### config.mk
export PLATFORM = sky130hd
export DESIGN_NAME = bcd_adder
export DESIGN_NICKNAME = d
export VERILOG_FILES = /design/src/rtl/bcd_add_pkg.sv /design/src/rtl/bcd_bias_add.sv /design/src/rtl/bcd_nocarry_flags.sv /design/src/rtl/bcd_bias_remove.sv /design/src/rtl/bcd_adder.sv
export SDC_FILE = /design/constraint.sdc
export NUM_CORES = 1
export LEC_CHECK = 0
export BUFFER_PORTS_ARGS = -buffer_cell sky130_fd_sc_hd__buf_4
export CORE_UTILIZATION = 50
export CTS_BUF_LIST = sky130_fd_sc_hd__clkbuf_16
export CTS_CLUSTER_DIAMETER = 100
export DETAILED_ROUTE_END_ITERATION = 10
export HOLD_SLACK_MARGIN = 0.12
export PLACE_DENSITY = 0.75
export SLEW_MARGIN = 20
export SYNTH_ARGS = -nofsm -noshare
export SYNTH_HDL_FRONTEND = slang
export SYNTH_SLANG_ARGS = --single-unit
### constraint.sdc
create_clock -name clk_i -period 1 [get_ports clk_i]
set_clock_uncertainty 0.2 [all_clocks]
set_input_delay 0.2 -clock clk_i [delete_from_list [all_inputs] [get_ports clk_i]]
set_output_delay 0.2 -clock clk_i [all_outputs]
set_load 0.05 [all_outputs]
### src/rtl/bcd_add_pkg.sv
package bcd_add_pkg;
  localparam int unsigned NIB_W    = 4;
  localparam logic [3:0]  BIAS_NIB = 4'h6;
endpackage

### src/rtl/bcd_bias_add.sv
// Biased binary add; extracts the carry into each digit from bit-0 parity.
module bcd_bias_add
  import bcd_add_pkg::*;
#(
  parameter int unsigned NDIG = 16,
  localparam int unsigned DW  = NDIG * NIB_W
) (
  input  logic [DW-1:0]   a_i,
  input  logic [DW-1:0]   b_i,
  output logic [DW-1:0]   s_o,
  output logic            cout_o,
  output logic [NDIG-1:1] dig_cin_o
);
  logic [DW-1:0] a_bias;

  assign a_bias         = a_i + {NDIG{BIAS_NIB}};
  assign {cout_o, s_o}  = {1'b0, a_bias} + {1'b0, b_i};

  // 6 is even, so the bias leaves bit-0 parity untouched
  for (genvar n = 1; n < NDIG; n++) begin : g_cin
    assign dig_cin_o[n] = a_bias[n*NIB_W] ^ b_i[n*NIB_W] ^ s_o[n*NIB_W];
  end
endmodule

### src/rtl/bcd_nocarry_flags.sv
// Marks, at bit 3 of nibble n, each digit that produced no carry.
module bcd_nocarry_flags
  import bcd_add_pkg::*;
#(
  parameter int unsigned NDIG = 16,
  localparam int unsigned DW  = NDIG * NIB_W
) (
  input  logic [NDIG-1:1] dig_cin_i,
  input  logic            cout_i,
  output logic [DW-1:0]   flag_o
);
  for (genvar n = 0; n < NDIG; n++) begin : g_flag
    assign flag_o[n*NIB_W +: 3] = 3'b000;
    if (n == NDIG - 1) begin : g_top
      assign flag_o[n*NIB_W + 3] = ~cout_i;
    end else begin : g_mid
      assign flag_o[n*NIB_W + 3] = ~dig_cin_i[n+1];
    end
  end
endmodule

### src/rtl/bcd_bias_remove.sv
// Removes 6 (= 4 + 2) from flagged digits; a flag at bit 3 shifted down gives both weights.
module bcd_bias_remove
  import bcd_add_pkg::*;
#(
  parameter int unsigned NDIG = 16,
  localparam int unsigned DW  = NDIG * NIB_W
) (
  input  logic [DW-1:0] s_i,
  input  logic [DW-1:0] flag_i,
  output logic [DW-1:0] res_o
);
  assign res_o = s_i - (flag_i >> 1) - (flag_i >> 2);
endmodule

### src/rtl/bcd_adder.sv
module bcd_adder
  import bcd_add_pkg::*;
#(
  parameter int unsigned NDIG = 16,
  localparam int unsigned DW  = NDIG * NIB_W
) (
  input  logic          clk_i,
  input  logic          rst_ni,
  input  logic          in_valid_i,
  input  logic [DW-1:0] a_i,
  input  logic [DW-1:0] b_i,
  output logic          out_valid_o,
  output logic [DW-1:0] sum_o,
  output logic          carry_o
);
  logic [DW-1:0]   s_raw;
  logic            cout;
  logic [NDIG-1:1] dig_cin;
  logic [DW-1:0]   flag;
  logic [DW-1:0]   res;

  bcd_bias_add #(.NDIG(NDIG)) u_add (
    .a_i(a_i), .b_i(b_i), .s_o(s_raw), .cout_o(cout), .dig_cin_o(dig_cin)
  );

  bcd_nocarry_flags #(.NDIG(NDIG)) u_flags (
    .dig_cin_i(dig_cin), .cout_i(cout), .flag_o(flag)
  );

  bcd_bias_remove #(.NDIG(NDIG)) u_fix (
    .s_i(s_raw), .flag_i(flag), .res_o(res)
  );

  always_ff @(posedge clk_i or negedge rst_ni) begin
    if (!rst_ni) begin
      out_valid_o <= 1'b0;
      sum_o       <= '0;
      carry_o     <= 1'b0;
    end else begin
      out_valid_o <= in_valid_i;
      if (in_valid_i) begin
        sum_o   <= res;
        carry_o <= cout;
      end
    end
  end
endmodule

==> impl_metrics.ini, run 1 <==
[floorplanning]
initial_core_util = 0.5102
rows = 55
die_h_um = 154.2
die_w_um = 154.2
io_pins = 197

[clocking]
cts_buffers = 9
clockBufferDepth = 2
htreeDepth = 3
cts.sinks = 66
cts-root-buf = clkbuf_16

[logic_synthesis]
synth.area.top_cells = dfrtp_1 (14%), ha_1 (13%), xnor2_1 (8.0%)
avgSynthCellArea_um2 = 7.519
syn-num-nets = 1791
ys_seq_area_frac = 0.1425
ys_types = 100
synth_top_area_frac = 0.1425
synth_top_cell_by_area = dfrtp_1
synthFlopType = dfrtp_1
syn_area_um2 = 11590
async_reset_ff_frac = 1.000
synth_edf_count = 0
syn_inst = 1541
ys_warn_count = 0
ys_ff_latch = 66

[place]
dpl.hpwl_um = 37170
placed_cell_area_um2 = 18800
port_buffers = 196
pre_cts_slack_ps = -6613
place_congestion = 0.9964

[sta]
endpoint_type = register input
crit_endpoint = sum_o[59]$_DFFE_PN0P_/D

[status]
stop_stage = 5_1_grt
first-error = [ERROR DPL-0038] Utilization greater than 100%, impossible to legalize
status = stopped before the end

[global_route]
grt_max_degree = 58
cell families after synthesis:
group                      count (synthesis)  share of synthesized area
muxes                                     32                    0.03067
adders and majority gates                119                     0.1291
DFF                                       66                     0.1425
and+or+nand+nor                          524                     0.2290
buffers and inverters                    128                    0.04557
xor gates and xnor gates                 174                     0.1327
AOI/OAI and AO/OA                        498                     0.2904
cells in the mapped netlist (10+ instances only):
| library cell | instances |
|---|---|
| a211oi_1 | 18 |
| a21o_1 | 46 |
| a21oi_1 | 144 |
| a311oi_1 | 10 |
| a31oi_1 | 24 |
| and2_1 | 23 |
| and3_1 | 20 |
| buf_2 | 26 |
| clkbuf_1 | 20 |
| dfrtp_1 | 66 |
| ha_1 | 118 |
| inv_1 | 76 |
| mux2_2 | 28 |
| nand2_1 | 152 |
| nand2b_1 | 23 |
| nand3_1 | 38 |
| nand4_1 | 35 |
| nor2_1 | 109 |
| nor2b_1 | 19 |
| nor3_1 | 29 |
| o211ai_1 | 17 |
| o21a_1 | 17 |
| o21ai_0 | 83 |
| o21ai_1 | 11 |
| o21bai_1 | 15 |
| or2_2 | 15 |
| or3_1 | 13 |
| xnor2_1 | 106 |
| xor2_1 | 67 |
per-stage QoR:
stage	utilization	TNS (ps)	instances	hold slack [ps]
2_1_floorplan	-	-242050	1541	-295.6
3_3_place_gp	0.8279	-292510	2603	-134.6
3_5_place_dp	0.8279	-301410	2603	-128.0
4_1_cts	0.8963	-286560	2665	-58.35
timing repair:
item	4_1_cts
pin swaps	94
hold endpoints to repair	70
setup endpoints to repair	130
hold buffers	1
gates resized for setup	212
buffers inserted	49
==> run 2: changes to the inputs <==
CORE_UTILIZATION = 35   (was 50)
CTS_BUF_LIST = default   (was sky130_fd_sc_hd__clkbuf_16)
CTS_CLUSTER_DIAMETER = default   (was 100)
HOLD_SLACK_MARGIN = default   (was 0.12)
PLACE_DENSITY = default   (was 0.75)
PLACE_DENSITY_LB_ADDON = 0.15   (was default)
clock period = 1.3 ns   (was 1 ns; I/O delays follow)
==> run 2 against run 1 <==
The flow now finishes, with violations (negative setup slack); synthesized cell count did not move; synthesized area did not move.
==> impl_metrics.ini, run 2 <==
[critical_path]
rr_startpoint = sum_o[22]
crit_path_end_kind = flop
r2r-end = sum_o[22]
path_class = primary input to flop
worst_path_largest_cell_delay_ps = 560
cp_num_buf_inv = 3
crit_path_start_kind = primary input
crit_family = compound AO/OA/AOI/OAI gates
cp_data_required_time_ps = 1320
rr_worst_depth = 2
cp_max_fo = 6
ff2ff_setup_slack_ps = 220
cp_slowest_cell = or4b_4
worst_ep_arrival_time_ps = 7070

[floorplanning]
die-area_um2 = 33840
io_pins = 197
die_h_um = 184.0
rows = 66
coreArea_um2 = 32540
initial_core_util = 0.3561
die_w_um = 184.0

[cells_and_area]
final_cell_mix = buf_4 (802), buf_6 (169), nand2_1 (119)
layout.nets = 2730
final_common_cell = buf_4
antennaDiodeCount = 0
drive_gt1_frac = 0.5944
reg.largest.list = sum_o: 64 flops, carry_o: 1 flops, out_valid_o: 1 flops
largest_reg_flops = 64
area_delta_synth_final_pct = 99.63
fin_area_um2 = 23130
top_register = sum_o

[sta]
period_share = 5.424
fmax_mhz = 141.8
drv_slew = 0
fin_crit_ps = 7051
tightest_slew_ps = 548.2
fin_ws_ps = -5751
setup_viol = 129
rsz0062_at_grt = true
max-slew-margin-rel = 0.6314
final-hold-violation-count = 0

[power]
power_density_nw_per_um2 = 2106
p_leak_nw = 10.62
ir_worst_vdd_mv = 1.540

[logic_synthesis]
ys_seq_area_frac = 0.1425
ys_warn_count = 0
synthMuxAreaShare = 0.03067
synth_compound_area_frac = 0.2904
synth.area.top_cells = dfrtp_1 (14%), ha_1 (13%), xnor2_1 (8.0%)
synth_edf_count = 0
syn_inst = 1541
yosys.area_share.simple = 0.2290
syn_area_um2 = 11590
synth_top_cell_by_area = dfrtp_1
synthTopCellsByCount = nand2_1 (152), a21oi_1 (144), ha_1 (118)
synth.most_common_cell = nand2_1
synth_adder_area_share = 0.1291
ys_types = 100
ys_ff_latch = 66
synthFlopType = dfrtp_1
synth_top_area_frac = 0.1425
syn-num-nets = 1791
async_reset_ff_frac = 1.000
synth_top_family_by_area = compound AO/OA/AOI/OAI gates
synth_xor_area_frac = 0.1327
avgSynthCellArea_um2 = 7.519

[job]
max_cap_viol_count = 0

[place]
pre_cts_slack_ps = -6365
place_congestion = 0.9194
dpl.hpwl_um = 36210
placed_cell_area_um2 = 19060
port_buffers = 196

[route]
drc = 0
drt_iter0_drc = 791
num_vias = 15010
avgRoutedWirePerCell_um = 15.89
firstDrtPassIters = 5
ant_nets = 0
wl_um = 46510
viasPerCell = 5.128

[status]
status = complete, but fails checks
violations = negative setup slack

[worst_hold_path]
hold_class = primary input to flop
min_path_cells = 3
min_to = sum_o[0]
holdCritStartpoint = b_i[0]

[global_route]
grt_overflow = 0
grt_pass1_wl_um = 73140
grt_pass1_vias = 14560
grtUsageTotal = 0.2645
grt_max_degree = 58
antenna_found_initial = 0

[clocking]
htreeDepth = 3
clockBufferDepth = 2
clkTransAtPathRegs_ps = 60
cts_tree = built
cts.sinks = 66
cts_buffers = 9
cts-root-buf = clkbuf_16
insertion_delay_ps = 330
## run 2: cell counts after synthesis
No cell type changed its count.
## run 2: worst max path at each step
stage | startpoint | endpoint | slack, ps | cells after the start
6_report | a_i[2] | sum_o[59] | -5750 | 33
4_1_cts | a_i[2] | sum_o[59] | -5570 | 34
3_3_place_gp | a_i[2] | sum_o[59] | -6280 | 36
2_1_floorplan | a_i[2] | sum_o[59] | -5990 | 36
3_5_place_dp | a_i[2] | sum_o[59] | -6370 | 36
5_1_grt | a_i[2] | sum_o[59] | -6030 | 35
## run 2: power by group
part           switching (W)  internal [W]
clock               0.000871       0.00159
combinational         0.0209        0.0214
sequential          0.000803       0.00312
total                 0.0226        0.0261
## run 2: cell families after synthesis
group           count (synthesis)
simple gates                  524
compound gates                498
xor+xnor                      174
buf+inv                       128
fa+ha+maj                     119
flops                          66
mux                            32
## run 2: tightest hold or removal path, stage by stage
cell	delay [ps]
buf_4	80
ha_1	120
mux2_2	130
## run 2: metal layers
layer	wire, µm	global-route usage
met1	23580	0.4028
met4	439	0.04600
met2	20800	0.4118
met5	0	0
met3	1685	0.01129
## run 2: layout make-up
cell class | instances | area [µm²]
multi-input cells | 1347 | 12210
fillers | 2623 | 9404
repair buffers | 980 | 8079
flip-flops and latches | 66 | 1652
well taps | 442 | 553.0
inverters | 76 | 335.3
clock buffers | 12 | 256.5
clock inverters | 4 | 50.05
## run 2: repair_timing
| item | 4_1_cts | 5_1_grt |
|---|---|---|
| endpoints found under the hold margin | 67 | 0 |
| setup endpoints to repair | 130 | 130 |
| resized for setup | 379 | 248 |
| hold buffers | 2 | 0 |
| buffers inserted | 121 | 83 |
| pin swaps | 233 | 208 |
## run 2: metrics by stage
stage                 util  setup TNS [ps]  total power, W  instances  hold slack [ps]
floorplan                -         -226530         0.02290       1541           -235.6
global placement    0.5859         -284830         0.03569       2776           -47.75
detailed placement  0.5859         -286780         0.03620       2776           -49.03
CTS                 0.6709         -252070         0.04487       2896            85.75
global route        0.7110         -275320         0.05172       2927            105.3
finish              0.7110         -261220         0.04872       2927            93.77
Note: power is estimated with default switching activity, not from simulation.
==> run 3: changes to the inputs <==
ABC_AREA = 1   (was default)
==> run 3 against run 2 <==
The run still ends with negative setup slack left; global-route usage rose by 0.87 points; count of clock-buffer cells in the layout is 1 lower; synthesized cell count is 62% higher; sequential power decreased by 3%; final cell count rose by 37%; first-iteration DRC count down 0.13%; worst setup slack gained 2000 ps; clock power grew 4%; critical path depth rose by 11; largest cell class unchanged.
==> impl_metrics.ini, run 3 <==
[sta]
fin_setup_tns_ps = -197750
drv_slew = 0
fmax_mhz = 199.0
max-slew-margin-rel = 0.7001
fin_crit_ps = 5025
setup_viol = 130
final-hold-violation-count = 0
tightest_slew_ps = 445.2
rsz0062_at_grt = true
fin_ws_ps = -3725
final.hold.worst_slack_ps = 65.67
period_share = 3.865

[cells_and_area]
final_cell_mix = buf_4 (877), nand2_1 (612), inv_1 (396)
area_delta_synth_final_pct = 92.04
final_common_cell = buf_4
top_register = sum_o
fillCellCount = 3404
layout.nets = 3744
antennaDiodeCount = 0
largest_reg_flops = 64
reg.largest.list = sum_o: 64 flops, carry_o: 1 flops, out_valid_o: 1 flops
drive_gt1_frac = 0.5061

[critical_path]
cp_max_fo = 4
path_class = primary input to flop
rr_worst_depth = 3
crit_top_cell = nand3_2
cp_data_required_time_ps = 1340
worst_path_largest_cell_delay_ps = 320
ff2ff_setup_slack_ps = 290
crit_path_end_kind = flop
worst_ep_arrival_time_ps = 5070
crit_path_start_kind = primary input
r2r-end = sum_o[43]
rr_startpoint = sum_o[43]
cp_slowest_cell = ha_4

[clocking]
cts-root-buf = clkbuf_16
insertion_delay_ps = 350
cts.sinks = 66
htreeDepth = 3
clkTransAtPathRegs_ps = 60
cts_tree = built
cts_buffers = 9
clockBufferDepth = 2

[route]
wl_um = 58320
drt_iter0_drc = 790
firstDrtPassIters = 5
num_vias = 18900
ant_nets = 0
drc = 0
viasPerCell = 4.705
avgRoutedWirePerCell_um = 14.52

[power]
p_total_w = 0.05058
ir_worst_vdd_mv = 0.9387
p_leak_nw = 13.71
power_density_nw_per_um2 = 1895

[global_route]
grt_max_degree = 40
grtUsageTotal = 0.2733
antenna_found_initial = 0
grt_overflow = 0
grt_pass1_vias = 18420
grt_pass1_wl_um = 90330

[logic_synthesis]
synth.area.top_cells = nand2_1 (21%), inv_1 (12%), dfrtp_1 (12%)
async_reset_ff_frac = 1.000
syn_inst = 2501
ys_warn_count = 0
ys_seq_area_frac = 0.1188
syn_area_um2 = 13900
synth_top_cell_by_area = nand2_1
synth.most_common_cell = nand2_1
ys_types = 50
synth_edf_count = 0
synthFlopType = dfrtp_1
ys_ff_latch = 66
synth_top_area_frac = 0.2074
synthTopCellsByCount = nand2_1 (768), inv_1 (462), nor2_1 (258)
avgSynthCellArea_um2 = 5.558
syn-num-nets = 2751

[status]
status = complete, but fails checks
violations = negative setup slack

[place]
port_buffers = 196
dpl.hpwl_um = 48130
pre_cts_slack_ps = -4549
place_congestion = 0.9505

[worst_hold_path]
hold_class = primary input to flop
holdCritStartpoint = in_valid_i
min_path_cells = 2
min_to = out_valid_o

[floorplanning]
initial_core_util = 0.3572
rows = 72
coreArea_um2 = 38920
die_w_um = 201.3
io_pins = 197
die_h_um = 201.3
die-area_um2 = 40520

[job]
max_cap_viol_count = 0
==> run 3: through the flow <==
step             util  area [µm²]  std cells
2_1_floorplan       -       15200       2501
3_3_place_gp   0.5752       22390       3875
3_5_place_dp   0.5752       22390       3875
4_1_cts        0.6190       24090       3921
5_1_grt        0.6860       26700       4017
6_report       0.6860       26700       4017
==> run 3: worst max-delay path by stage <==
stage               startpoint   endpoint  slack (ps)  cells after the start
floorplan               a_i[2]  sum_o[63]       -3590                     42
finish                  a_i[1]  sum_o[63]       -3720                     44
CTS                     a_i[2]  sum_o[63]       -3720                     41
global route            a_i[1]  sum_o[63]       -4100                     43
global placement        a_i[1]  sum_o[60]       -4460                     37
detailed placement      a_i[1]  sum_o[60]       -4550                     37
==> run 3: cells by family (layout without fill, tap and decap cells) <==
group,count (synthesis),in the layout,share of synthesized area
AO/OA/AOI/OAI,323,323,0.1302
XOR/XNOR,134,134,0.08443
adder cells (fa/ha/maj),119,119,0.1077
buffers and inverters,487,1485,0.1317
flip-flops,66,66,0.1188
AND/OR/NAND/NOR,1372,1372,0.4273
==> run 3: metal layers <==
metal | GRT usage | share of wire | up-vias
met3 | 0.01263 | 0.025 | 64
met5 | 0 | 0 | -
met2 | 0.4650 | 0.48 | 357
met4 | 0.07143 | 0.021 | 0
li1 | - | - | 9854
met1 | 0.3759 | 0.48 | 8626
==> run 3: timing repair <==
action,4_1_cts,5_1_grt
gates resized for setup,274,435
hold endpoints to repair,66,0
pin swaps,123,166
endpoints found under the setup margin,130,130
setup buffers,30,101
hold buffers,1,0
==> run 3: power breakdown <==
group	switching, W	total [W]	leakage (nW)	internal [W]
clock network	0.000972	0.00257	0.148	0.00159
logic	0.0240	0.0442	12.8	0.0203
registers	0.000739	0.00380	0.798	0.00307
total	0.0257	0.0506	13.7	0.0249
==> run 3: final cells by class <==
type	instances	area [µm²]	area share
multi-input cells	1948	14250	0.5339
repair buffers	997	7995	0.2995
inverters	472	1832	0.06862
flip-flops and latches	66	1652	0.06187
well taps	518	648.1	0.02428
clock buffers	11	252.7	0.009468
clock inverters	5	62.56	0.002343
==> run 3: worst max-delay path, delay by kind of cell <==
family	cells	cell delay [ps]
adder cells (fa/ha/maj)	4	1030
XOR/XNOR	2	380
AO/OA/AOI/OAI	5	530
buffers and inverters	8	530
AND/OR/NAND/NOR	25	2320
